$ cat src/rtl/idx_port_bridge.sv
module idx_port_bridge #(
  parameter int ADDR_W = 8,
  parameter int IDX_W = 8,
  parameter bit SWAP_ROLES = 1'b0,
  parameter logic [ADDR_W-1:0] ALIAS_BASE = ADDR_W'('h70)
) (
  input  logic              clk,
  input  logic              rst_n,
  input  logic              bus_req,
  input  logic              bus_we,
  input  logic [ADDR_W-1:0] bus_addr,
  input  logic [1:0]        bus_size,
  input  logic [7:0]        bus_wdata,
  output logic [7:0]        bus_rdata,
  output logic              bus_ready,
  output logic              bus_err,
  output logic              rf_rd,
  output logic              rf_wr,
  output logic [IDX_W-1:0]  rf_idx,
  output logic [7:0]        rf_wdata,
  input  logic [7:0]        rf_rdata
);
  localparam logic [ADDR_W-1:0] OFS0 = '0;
  localparam logic [ADDR_W-1:0] OFS1 = ADDR_W'(1);
  localparam logic [ADDR_W-1:0] ALIAS1 = ALIAS_BASE + OFS1;

  logic hit0, hit1, idx_hit, dat_hit, size_ok, good, bad;
  logic idx_wr, idx_rd;
  logic [IDX_W-1:0] idx_q;
  logic rsp_v, rsp_err, rsp_rf;
  logic [7:0] rsp_hold;

  assign hit0 = (bus_addr == OFS0) || (bus_addr == ALIAS_BASE);
  assign hit1 = (bus_addr == OFS1) || (bus_addr == ALIAS1);

  generate
    if (SWAP_ROLES) begin : g_swapped
      assign idx_hit = hit1;
      assign dat_hit = hit0;
    end else begin : g_normal
      assign idx_hit = hit0;
      assign dat_hit = hit1;
    end
  endgenerate

  assign size_ok = (bus_size == 2'd0);
  assign good    = bus_req && size_ok;
  assign bad     = bus_req && (!size_ok || !(idx_hit || dat_hit));

  assign idx_wr = good && idx_hit && bus_we;
  assign idx_rd = good && idx_hit && !bus_we;
  assign rf_wr  = good && dat_hit && bus_we;
  assign rf_rd  = good && dat_hit && !bus_we;

  assign rf_idx   = idx_q;
  assign rf_wdata = bus_wdata;

  always_ff @(posedge clk) begin
    if (!rst_n) begin
      idx_q    <= '0;
      rsp_v    <= 1'b0;
      rsp_err  <= 1'b0;
      rsp_rf   <= 1'b0;
      rsp_hold <= '0;
    end else begin
      rsp_v    <= bus_req;
      rsp_err  <= bad;
      rsp_rf   <= rf_rd;
      rsp_hold <= idx_rd ? 8'(idx_q) : 8'h00;
      if (idx_wr) idx_q <= bus_wdata[IDX_W-1:0];
    end
  end

  assign bus_ready = rsp_v;
  assign bus_err   = rsp_err;
  assign bus_rdata = rsp_rf ? rf_rdata : rsp_hold;

  // one response per request, none otherwise
  p_ready_follows_req_r10: assert property (@(posedge clk) disable iff (!rst_n)
    bus_req |=> bus_ready);
  p_no_spurious_ready_r10: assert property (@(posedge clk) disable iff (!rst_n)
    !bus_req |=> !bus_ready);
  // strobes only for byte requests
  p_strobe_needs_byte_r7: assert property (@(posedge clk) disable iff (!rst_n)
    (rf_rd || rf_wr) |-> (bus_req && bus_size == 2'd0));
  // latch moves only on an accepted index write
  p_idx_hold_r3: assert property (@(posedge clk) disable iff (!rst_n)
    !idx_wr |=> $stable(idx_q));
  // a register-file read yields a clean response next cycle
  p_rd_response_r5: assert property (@(posedge clk) disable iff (!rst_n)
    rf_rd |=> (bus_ready && !bus_err));
  // no response while held in reset
  p_reset_quiet_r9: assert property (@(posedge clk)
    !rst_n |=> !bus_ready);
endmodule

$ cat config.mk
export PLATFORM = sky130hd
export DESIGN_NAME = idx_port_bridge
export DESIGN_NICKNAME = d
export VERILOG_FILES = /design/src/rtl/idx_port_bridge.sv
export SDC_FILE = /design/constraint.sdc
export NUM_CORES = 1
export LEC_CHECK = 0
export BUFFER_PORTS_ARGS = -buffer_cell sky130_fd_sc_hd__buf_2
export CORE_MARGIN = 5
export CORE_UTILIZATION = 36
export DETAILED_ROUTE_END_ITERATION = 8
export PLACE_DENSITY = 0.76
export SETUP_SLACK_MARGIN = 0.3
export SLEW_MARGIN = 30
export SYNTH_ARGS = -nofsm -noshare
export SYNTH_HDL_FRONTEND = slang
export SYNTH_SLANG_ARGS = --single-unit
export TNS_END_PERCENT = 10
$ cat constraint.sdc
create_clock -name clk -period 1.2 [get_ports clk]
set_input_delay 0.06 -clock clk [delete_from_list [all_inputs] [get_ports clk]]
set_output_delay 0.06 -clock clk [all_outputs]
set_load 0.02 [all_outputs]
==> flow_metrics.env, run 1 <==
export IMPL_status="complete, but fails checks"
export IMPL_violations="hold timing, setup timing"
export IMPL_cp_arrival_ns=1.20
export IMPL_reg2reg_depth=2
export IMPL_ys_seq_area_share_pct=43.68
export IMPL_grt_use_total_pct=12.85
export IMPL_rsz0062_at_grt="true"
export IMPL_place_hpwl_microns=1679
export IMPL_dp_slack_ns=-0.08458
export IMPL_clk_pin_slew_ns=0.10
export IMPL_ys_ff_latch=19
export IMPL_holdPathStages=3
export IMPL_ant_nets=0
export IMPL_ys_warn_count=0
export IMPL_path_buf_inv=1
export IMPL_clock_power_share_pct=28.8
export IMPL_comb_power_share_pct=13.9
export IMPL_hold_ws_ns=-0.002993
export IMPL_grt_pass1_wl_microns=3318
export IMPL_port_buffers=57
export IMPL_first_global_vias=748
export IMPL_rrSetupSlack_ns=0.57
export IMPL_wl_per_cell_microns=13.45
export IMPL_worst_pin_slew_ns=0.3892
export IMPL_drc_errors=0
export IMPL_fillers=195
export IMPL_wl_microns=2287
export IMPL_cp_required_ns=1.14
export IMPL_cp_slowest_cell="dfxtp_4"
export IMPL_fp_dieH_microns=59.19
export IMPL_die_x_microns=59.19
export IMPL_start_kind="flip-flop"
export IMPL_crit_fanout=8
export IMPL_io_pins=58
export IMPL_antenna_found_initial=0
export IMPL_initial_core_util_pct=38.62
export IMPL_internal_power_w=0.0008273
export IMPL_clock_path_buffers=2
export IMPL_n_antenna_cell=0
export IMPL_setup_viol=8
export IMPL_clock_sinks=19
export IMPL_cts_setup_buffers=0
export IMPL_syn_num_nets=115
export IMPL_path_class="reg2out"
export IMPL_syn_area_sq_um=870.8
export IMPL_htreeDepth=1
export IMPL_final_nets=173
export IMPL_fin_ws_ns=-0.06285
export IMPL_fin_crit_ns=1.263
export IMPL_syn_inst=85
export IMPL_hold_viol_final=1
export IMPL_cts_tree="yes"
export IMPL_vdd_drop_max_mv=0.3715
export IMPL_power_density_mw_per_mm2=800.6
export IMPL_max_slew_margin_pct=73.95
export IMPL_finalWeightedCongestion=0.8398
export IMPL_cts_root_buffer="clkbuf_4"
export IMPL_grt_overflow_total=0
export IMPL_slew_viol_final=0
export IMPL_p_seq_share_pct=57.2
export IMPL_crit_family="flip-flops"
export IMPL_cpPeakStageDelay_ns=0.45
export IMPL_path_cells="mux2_4, buf_6"
export IMPL_vias_per_cell=4.453
export IMPL_fin_util_pct=61.15
export IMPL_hp_class="in2reg"
export IMPL_cp_end_kind="output port"
export IMPL_die_area_sq_mm=0.003503
export IMPL_finClkSkew_ns=0.001609
export IMPL_path_depth=2
export IMPL_coreArea_sq_mm=0.002255
export IMPL_fmax_ghz=0.7919
export IMPL_power_leakage_nw=0.6385
export IMPL_num_rows=17
export IMPL_postSynthAreaPerCell_sq_um=10.25
export IMPL_cts_made_buffers=3
export IMPL_insertion_delay_ns=0.30
export IMPL_drv_cap=0
export IMPL_netlist_cell_type_count=16
export IMPL_drt_iter0_drc=6
export IMPL_grt_max_degree=18
export IMPL_p_sw_w=0.0002766
export IMPL_switching_share_pct=25.06
export IMPL_area_growth_pct=58.33
export IMPL_dr_total_vias=757
export IMPL_firstDrtPassIters=4
export IMPL_drive_gt1_share_pct=62.68
export IMPL_fin_crit_sh_pct=105.2
[metrics by stage]
stage / total power (W) / cell area [sq um] / cells / setup TNS (ns)
after floorplan: 0.0007230 / 875.8 / 85 / 0
after global placement: 0.0007829 / 1167 / 163 / -0.3113
after detailed placement: 0.0007857 / 1167 / 163 / -0.7648
after CTS: 0.001096 / 1308 / 167 / -0.4539
after global routing: 0.001163 / 1379 / 170 / -0.7416
final: 0.001104 / 1379 / 170 / -0.4414
[power by group through the flow]
stage	Combinational, W	Clock [W]	Sequential (W)
after floorplan	0.0000689	0	0.000654
after global placement	0.000134	0	0.000649
after detailed placement	0.000137	0	0.000649
after CTS	0.000142	0.000321	0.000632
after global routing	0.000166	0.000364	0.000633
final	0.000154	0.000318	0.000632
[kinds of logic after synthesis]
logic type      share of synthesized area, %
buf+inv                                8.620
mux                                    19.54
simple gates                           25.72
compound gates                         2.442
flops                                  43.68
[cells in the mapped netlist]
cell type / number / area share (%)
clkbuf_1: 3 / 1.3
mux2i_1: 8 / 9.2
mux2_2: 8 / 10
and3_1: 1 / 0.72
nor3_1: 3 / 1.7
inv_1: 1 / 0.43
nand2_1: 18 / 7.8
nor2_1: 1 / 0.43
buf_4: 8 / 6.9
dfxtp_1: 19 / 44
nor4_4: 1 / 2.4
nor4b_4: 1 / 2.7
nor3_4: 1 / 1.9
o211ai_4: 1 / 2.4
and2_2: 1 / 0.86
and2_1: 10 / 7.2
[tightest hold or removal path: stages]
cell and delay (ns):
buf_2 0.10, nand2_1 0.05, mux2i_1 0.06
[timing repair]
action | 4_1_cts | 5_1_grt
hold endpoints to repair | 0 | 3
pin swaps | 10 | 10
gates resized for setup | 35 | 16
hold buffers | 0 | 3
setup endpoints to repair | 31 | 35
[flip-flops by register name (all words and copies together) (netlist names)]
signal and cells:
bus_err 1, bus_ready 1, rf_idx 8, rsp_hold 8, rsp_rf 1
[layout make-up]
type | instances | area, sq um | area share, %
Clock buffer | 3 | 22.52 | 1.633
Timing Repair Buffer | 64 | 456.7 | 33.12
Clock inverter | 1 | 5.005 | 0.3630
Sequential cell | 19 | 394.1 | 28.58
Multi-Input combinational cell | 54 | 461.7 | 33.48
Inverter | 1 | 3.754 | 0.2722
Tap cell | 28 | 35.03 | 2.541
[path summary, 6_finish.rpt]
| check | start | to |
|---|---|---|
| worst max-delay path | rsp_rf | bus_rdata[4] |
| worst min-delay path | bus_wdata[1] | rf_idx[1] |
| worst max register to register | rf_idx[7] | rf_idx[7] |
| worst min register to register | rf_idx[2] | rf_idx[2] |
[cells in the final DEF, fill, tap and decap left out, drive strengths merged]
cell         count
nor3             4
buf             61
nor4             1
mux2i            8
o211ai           1
inv              1
clkbuf           3
nand2           18
dlygate4sd3      3
and2            11
clkinv           1
and3             1
nor4b            1
dfxtp           19
mux2             8
nor2             1
[metal layers]
| metal | track usage (%) | wire length (microns) |
|---|---|---|
| met5 | 0 | 0 |
| met4 | 10.36 | 102 |
| met3 | 1.961 | 131 |
| met2 | 24.34 | 1248 |
| met1 | 11.81 | 805 |
Note: power is estimated with default switching activity, not from simulation.
==> inputs of run 2 (changes only) <==
--- a/config.mk
+++ b/config.mk
@@ -10,6 +10,7 @@
 export CORE_UTILIZATION = 36
 export DETAILED_ROUTE_END_ITERATION = 8
 export PLACE_DENSITY = 0.76
+export REMOVE_ABC_BUFFERS = 1
 export SETUP_SLACK_MARGIN = 0.3
 export SLEW_MARGIN = 30
 export SYNTH_ARGS = -nofsm -noshare
==> constraint.sdc (replaced) <==
create_clock -name clk -period 1.2 [get_ports clk]
set_input_delay 0.18 -clock clk [delete_from_list [all_inputs] [get_ports clk]]
set_output_delay 0.18 -clock clk [all_outputs]
set_load 0.02 [all_outputs]
==> run 2 against run 1 <==
  * The flow finishes with violations (setup timing)
  * Worst hold slack better by 0.14 ns
  * Critical path type unchanged
  * Cell count decreased by 2.4%
  * Sequential cell count stayed put
  * Non-clock buffer count down 4
  * Core utilization is 0.44 points lower
  * Sequential share of layout area grew 0.57 points
  * Largest cell class unchanged
  * Highest routed layer unchanged
  * Setup slack got worse by 0.10 ns
==> flow_metrics.env, run 2 (synthesized netlist as in run 1, its figures left out) <==
export IMPL_io_pins=58
export IMPL_drc_errors=0
export IMPL_fin_crit_ns=1.364
export IMPL_cts_tree="yes"
export IMPL_drv_cap=0
export IMPL_vias_per_cell=4.530
export IMPL_cp_arrival_ns=1.18
export IMPL_coreArea_sq_mm=0.002255
export IMPL_max_slew_margin_pct=74.17
export IMPL_grt_pass1_wl_microns=3484
export IMPL_clk_pin_slew_ns=0.10
export IMPL_fin_ws_ns=-0.1640
export IMPL_first_global_vias=787
export IMPL_path_class="reg2out"
export IMPL_die_x_microns=59.19
export IMPL_cpPeakStageDelay_ns=0.45
export IMPL_fmax_ghz=0.7332
export IMPL_n_antenna_cell=0
export IMPL_dr_total_vias=752
export IMPL_rsz0062_at_grt="true"
export IMPL_fp_dieH_microns=59.19
export IMPL_initial_core_util_pct=38.62
export IMPL_port_buffers=57
export IMPL_antenna_found_initial=0
export IMPL_die_area_sq_mm=0.003503
export IMPL_grt_max_degree=18
export IMPL_insertion_delay_ns=0.28
export IMPL_area_growth_pct=57.18
export IMPL_violations="setup timing"
export IMPL_cp_required_ns=1.02
export IMPL_place_hpwl_microns=1677
export IMPL_drive_gt1_share_pct=65.22
export IMPL_cp_slowest_cell="dfxtp_4"
export IMPL_fin_util_pct=60.71
export IMPL_cp_end_kind="output port"
export IMPL_vdd_drop_max_mv=0.3912
export IMPL_drt_iter0_drc=14
export IMPL_layout_commonest_cell="buf_2"
export IMPL_hold_buffers=0
export IMPL_hold_viol_final=0
export IMPL_path_cells="mux2_4, buf_6"
export IMPL_status="complete, but fails checks"
export IMPL_clock_sinks=19
export IMPL_mostFrequentLayoutCells="buf_2 (36), buf_6 (20), nand2_1 (18), and2_1 (10), dfxtp_2 (9)"
export IMPL_firstDrtPassIters=2
export IMPL_wl_microns=2147
export IMPL_slew_viol_final=0
export IMPL_hp_class="in2reg"
export IMPL_num_rows=17
export IMPL_fin_crit_sh_pct=113.7
export IMPL_worst_pin_slew_ns=0.3858
export IMPL_stdcell_area_sq_mm=0.001369
export IMPL_htreeDepth=1
export IMPL_clock_path_buffers=2
export IMPL_power_leakage_nw=0.6237
export IMPL_setup_viol=10
export IMPL_grt_use_total_pct=12.85
export IMPL_final_nets=169
export IMPL_start_kind="flip-flop"
export IMPL_finClkSkew_ns=0.001202
export IMPL_finalWeightedCongestion=0.7348
export IMPL_grt_overflow_total=0
export IMPL_cts_made_buffers=3
export IMPL_dpl_cell_area_sq_mm=0.001155
export IMPL_crit_fanout=8
export IMPL_wl_per_cell_microns=12.93
export IMPL_ant_nets=0
export IMPL_cts_root_buffer="clkbuf_4"
export IMPL_power_density_mw_per_mm2=786.1
[run 2: through the flow]
step | hold WS, ns | total power, W | cells | setup WS [ns] | TNS, ns
floorplan | 0.3017 | 0.0006767 | 74 | -0.2457 | -1.427
global placement | 0.4360 | 0.0007813 | 162 | -0.1726 | -2.913
detailed placement | 0.4447 | 0.0007859 | 162 | -0.2309 | -3.581
CTS | 0.1275 | 0.001091 | 166 | -0.1714 | -1.526
global route | 0.1319 | 0.001131 | 166 | -0.2084 | -1.924
finish | 0.1334 | 0.001076 | 166 | -0.1640 | -1.437
[run 2: worst paths after layout]
path	start	cells after the start	slack, ns	end
max	rsp_rf	2	-0.16	bus_rdata[1]
min	bus_wdata[5]	3	0.13	rf_idx[5]
max reg2reg	rf_idx[6]	2	0.56	rf_idx[6]
min reg2reg	rf_idx[3]	2	0.48	rf_idx[3]
[run 2: timing repair]
item / in CTS / in global routing
gates resized for setup: 61 / 1
endpoints found under the setup margin: 37 / 37
setup buffers: 0 / 0
pin swaps: 9 / 8
[run 2: critical path, delay by kind of cell (launching register included)]
kind / cells / cell delay (ns)
buffers and inverters: 1 / 0.13
DFF: 1 / 0.45
muxes: 1 / 0.32
[run 2: report_power, final]
group / total (W) / internal [W] / switching [W]
Combinational: 0.000148 / 0.0000694 / 0.0000787
Clock: 0.000297 / 0.000123 / 0.000173
Sequential: 0.000631 / 0.000630 / 0.00000156
[run 2: final cells by class]
type	instances	area (sq um)
multi-input cells	54	455.4
well taps	28	35.03
inverters	1	3.754
clock inverters	1	5.005
fillers	177	885.9
repair buffers	60	447.9
flip-flops and latches	19	399.1
clock buffers	3	22.52
[run 2: metal layers]
metal,up-vias,wire length (microns),GRT usage (%)
li1,379,-,-
met1,340,718,13.91
met2,29,1213,23.40
met3,4,165,1.961
met4,0,50,7.120
met5,-,0,0
==> inputs of run 3 (changes only) <==
--- a/config.mk
+++ b/config.mk
@@ -5,6 +5,7 @@
 export SDC_FILE = /design/constraint.sdc
 export NUM_CORES = 1
 export LEC_CHECK = 0
+export ABC_AREA = 1
 export BUFFER_PORTS_ARGS = -buffer_cell sky130_fd_sc_hd__buf_2
 export CORE_MARGIN = 5
 export CORE_UTILIZATION = 36
==> run 3 against run 2 <==
  * The flow still finishes with violations (setup timing)
  * Critical path depth increased by 1
  * Via count increased by 14%
  * Synthesized cell count increased by 33%
  * Die area increased by 0.47%
  * Wire length increased by 0.33%
  * Largest power group unchanged
  * Largest cell class is now non-clock buffers
  * Clock skew decreased by 0.00096 ns
==> flow_metrics.env, run 3 <==
export IMPL_status="complete, but fails checks"
export IMPL_violations="setup timing"
export IMPL_worst_pin_slew_ns=0.2090
export IMPL_die_x_microns=59.33
export IMPL_postSynthAreaPerCell_sq_um=7.751
export IMPL_io_pins=58
export IMPL_place_hpwl_microns=1621
export IMPL_fp_dieH_microns=59.33
export IMPL_cts_root_buffer="clkbuf_4"
export IMPL_first_global_vias=820
export IMPL_synth_top_area_share_pct=43.43
export IMPL_fin_crit_ns=1.412
export IMPL_start_kind="flip-flop"
export IMPL_dpl_cell_area_sq_mm=0.001159
export IMPL_grt_use_total_pct=12.07
export IMPL_fillers=189
export IMPL_htreeDepth=1
export IMPL_syn_area_sq_um=875.8
export IMPL_yosys_area_top_type="dfxtp_1"
export IMPL_cts_setup_buffers=0
export IMPL_ant_nets=0
export IMPL_dr_total_vias=861
export IMPL_async_flop_share_pct=0
export IMPL_final_nets=198
export IMPL_num_rows=17
export IMPL_fmax_ghz=0.7082
export IMPL_total_power_w=0.001098
export IMPL_hp_class="in2reg"
export IMPL_antenna_found_initial=0
export IMPL_netlist_cell_type_count=17
export IMPL_vias_per_cell=4.415
export IMPL_power_density_mw_per_mm2=798.1
export IMPL_grt_pass1_wl_microns=3222
export IMPL_synth_edf_count=0
export IMPL_initial_core_util_pct=38.48
export IMPL_synth_most_common_cell="nor2_1"
export IMPL_clock_path_buffers=2
export IMPL_die_area_sq_mm=0.003519
export IMPL_drive_gt1_share_pct=57.49
export IMPL_drt_iter0_drc=15
export IMPL_cts_made_buffers=3
export IMPL_coreArea_sq_mm=0.002276
export IMPL_fin_ws_ns=-0.2121
export IMPL_drv_cap=0
export IMPL_drc_errors=0
export IMPL_max_slew_margin_pct=86.06
export IMPL_insertion_delay_ns=0.29
export IMPL_cp_arrival_ns=1.23
export IMPL_mostFrequentLayoutCells="buf_2 (36), nor2_1 (27), nand2_1 (19), buf_6 (19), inv_1 (14)"
export IMPL_synth_common_cells="nor2_1 (31), nand2_1 (20), dfxtp_1 (19), inv_1 (14)"
export IMPL_clock_sinks=19
export IMPL_area_growth_pct=57.14
export IMPL_finalWeightedCongestion=0.6722
export IMPL_wl_microns=2154
export IMPL_vdd_drop_max_mv=0.5262
export IMPL_ys_warn_count=0
export IMPL_setup_viol=8
export IMPL_n_antenna_cell=0
export IMPL_ys_ff_latch=19
export IMPL_syn_inst=113
export IMPL_slew_viol_final=0
export IMPL_cp_end_kind="output port"
export IMPL_yosys_most_used_dff="dfxtp_1"
export IMPL_wl_per_cell_microns=11.05
export IMPL_rsz0062_at_grt="true"
export IMPL_multiInputGateArea_sq_um=415.4
export IMPL_ys_seq_area_share_pct=43.43
export IMPL_clk_pin_slew_ns=0.11
export IMPL_layout_commonest_cell="buf_2"
export IMPL_yosys_top_cells_area="dfxtp_1 (43%), nor2_1 (13%), mux2_2 (10%)"
export IMPL_stdcell_area_sq_mm=0.001376
export IMPL_grt_max_degree=17
export IMPL_port_buffers=57
export IMPL_hold_viol_final=0
export IMPL_finClkSkew_ns=0.0002443
export IMPL_crit_fanout=8
export IMPL_ff_latch_area_sq_um=394.1
export IMPL_fin_crit_sh_pct=117.7
export IMPL_grt_overflow_total=0
export IMPL_path_class="reg2out"
export IMPL_fin_util_pct=60.47
export IMPL_power_leakage_nw=0.7076
export IMPL_firstDrtPassIters=4
export IMPL_cts_tree="yes"
export IMPL_cp_required_ns=1.02
## run 3: cell count changes after synthesis, sizes merged, moves of 2 or more
cell	before	now
mux2i	8	0
nor2	1	33
nor3	4	0
inv	1	14
clkbuf	3	1
nand3	0	3
nand2	18	22
nand4	0	2
buf	8	10
and2	11	0
## run 3: worst paths after layout
check                from            to  slack (ns)  cells after the start
max reg2reg     rf_idx[2]     rf_idx[2]        0.53                      4
max                rsp_rf  bus_rdata[4]       -0.21                      3
min          bus_wdata[6]     rf_idx[6]        0.11                      3
min reg2reg     rf_idx[7]   rsp_hold[7]        0.48                      2
## run 3: worst max-delay path, cell delays in order, from the launching register on
cell	delay, ns
dfxtp_2	0.36
buf_12	0.13
mux2_4	0.31
buf_6	0.13
## run 3: where the power goes
group | switching, W | internal (W)
combinational | 0.0000742 | 0.0000630
clock | 0.000201 | 0.000124
sequential | 0.00000165 | 0.000634
total | 0.000277 | 0.000821
## run 3: through the flow
step / setup slack, ns / cells / setup TNS (ns) / hold WS (ns)
floorplan: 0.1406 / 102 / 0 / 0.2908
global placement: 0.04345 / 191 / 0 / 0.4182
detailed placement: 0.02095 / 191 / 0 / 0.4271
CTS: -0.2136 / 195 / -1.661 / 0.1161
global route: -0.2577 / 195 / -1.978 / 0.1074
finish: -0.2121 / 195 / -1.625 / 0.1139
## run 3: final cells by class
class,count,area share (%)
multi-input cells,69,30.18
well taps,28,2.545
flip-flops and latches,19,28.64
inverters,14,3.818
repair buffers,61,32.82
clock buffers,3,1.636
clock inverters,1,0.3636
## run 3: per-layer routing
layer	global-route usage [%]	share of wire, %	up-vias
met5	0	0	-
met4	4.854	0.60	0
met3	3.486	9.8	2
met2	22.93	54	44
met1	12.03	36	376
li1	-	-	439
## run 3: kinds of logic (layout without fill, tap and decap cells)
| family | count (synthesis) | after routing | synth area share (%) |
|---|---|---|---|
| AO/OA/AOI/OAI | 1 | 1 | 0.7147 |
| flip-flops | 19 | 19 | 43.43 |
| AND/OR/NAND/NOR | 60 | 60 | 30.43 |
| multiplexers | 8 | 8 | 10.29 |
| buffers and inverters | 25 | 79 | 15.14 |
## run 3: what timing repair did
| action | 4_1_cts | 5_1_grt |
|---|---|---|
| hold buffers | 0 | 0 |
| gates resized for setup | 61 | 4 |
| pin swaps | 6 | 2 |
| endpoints found under the setup margin | 20 | 21 |
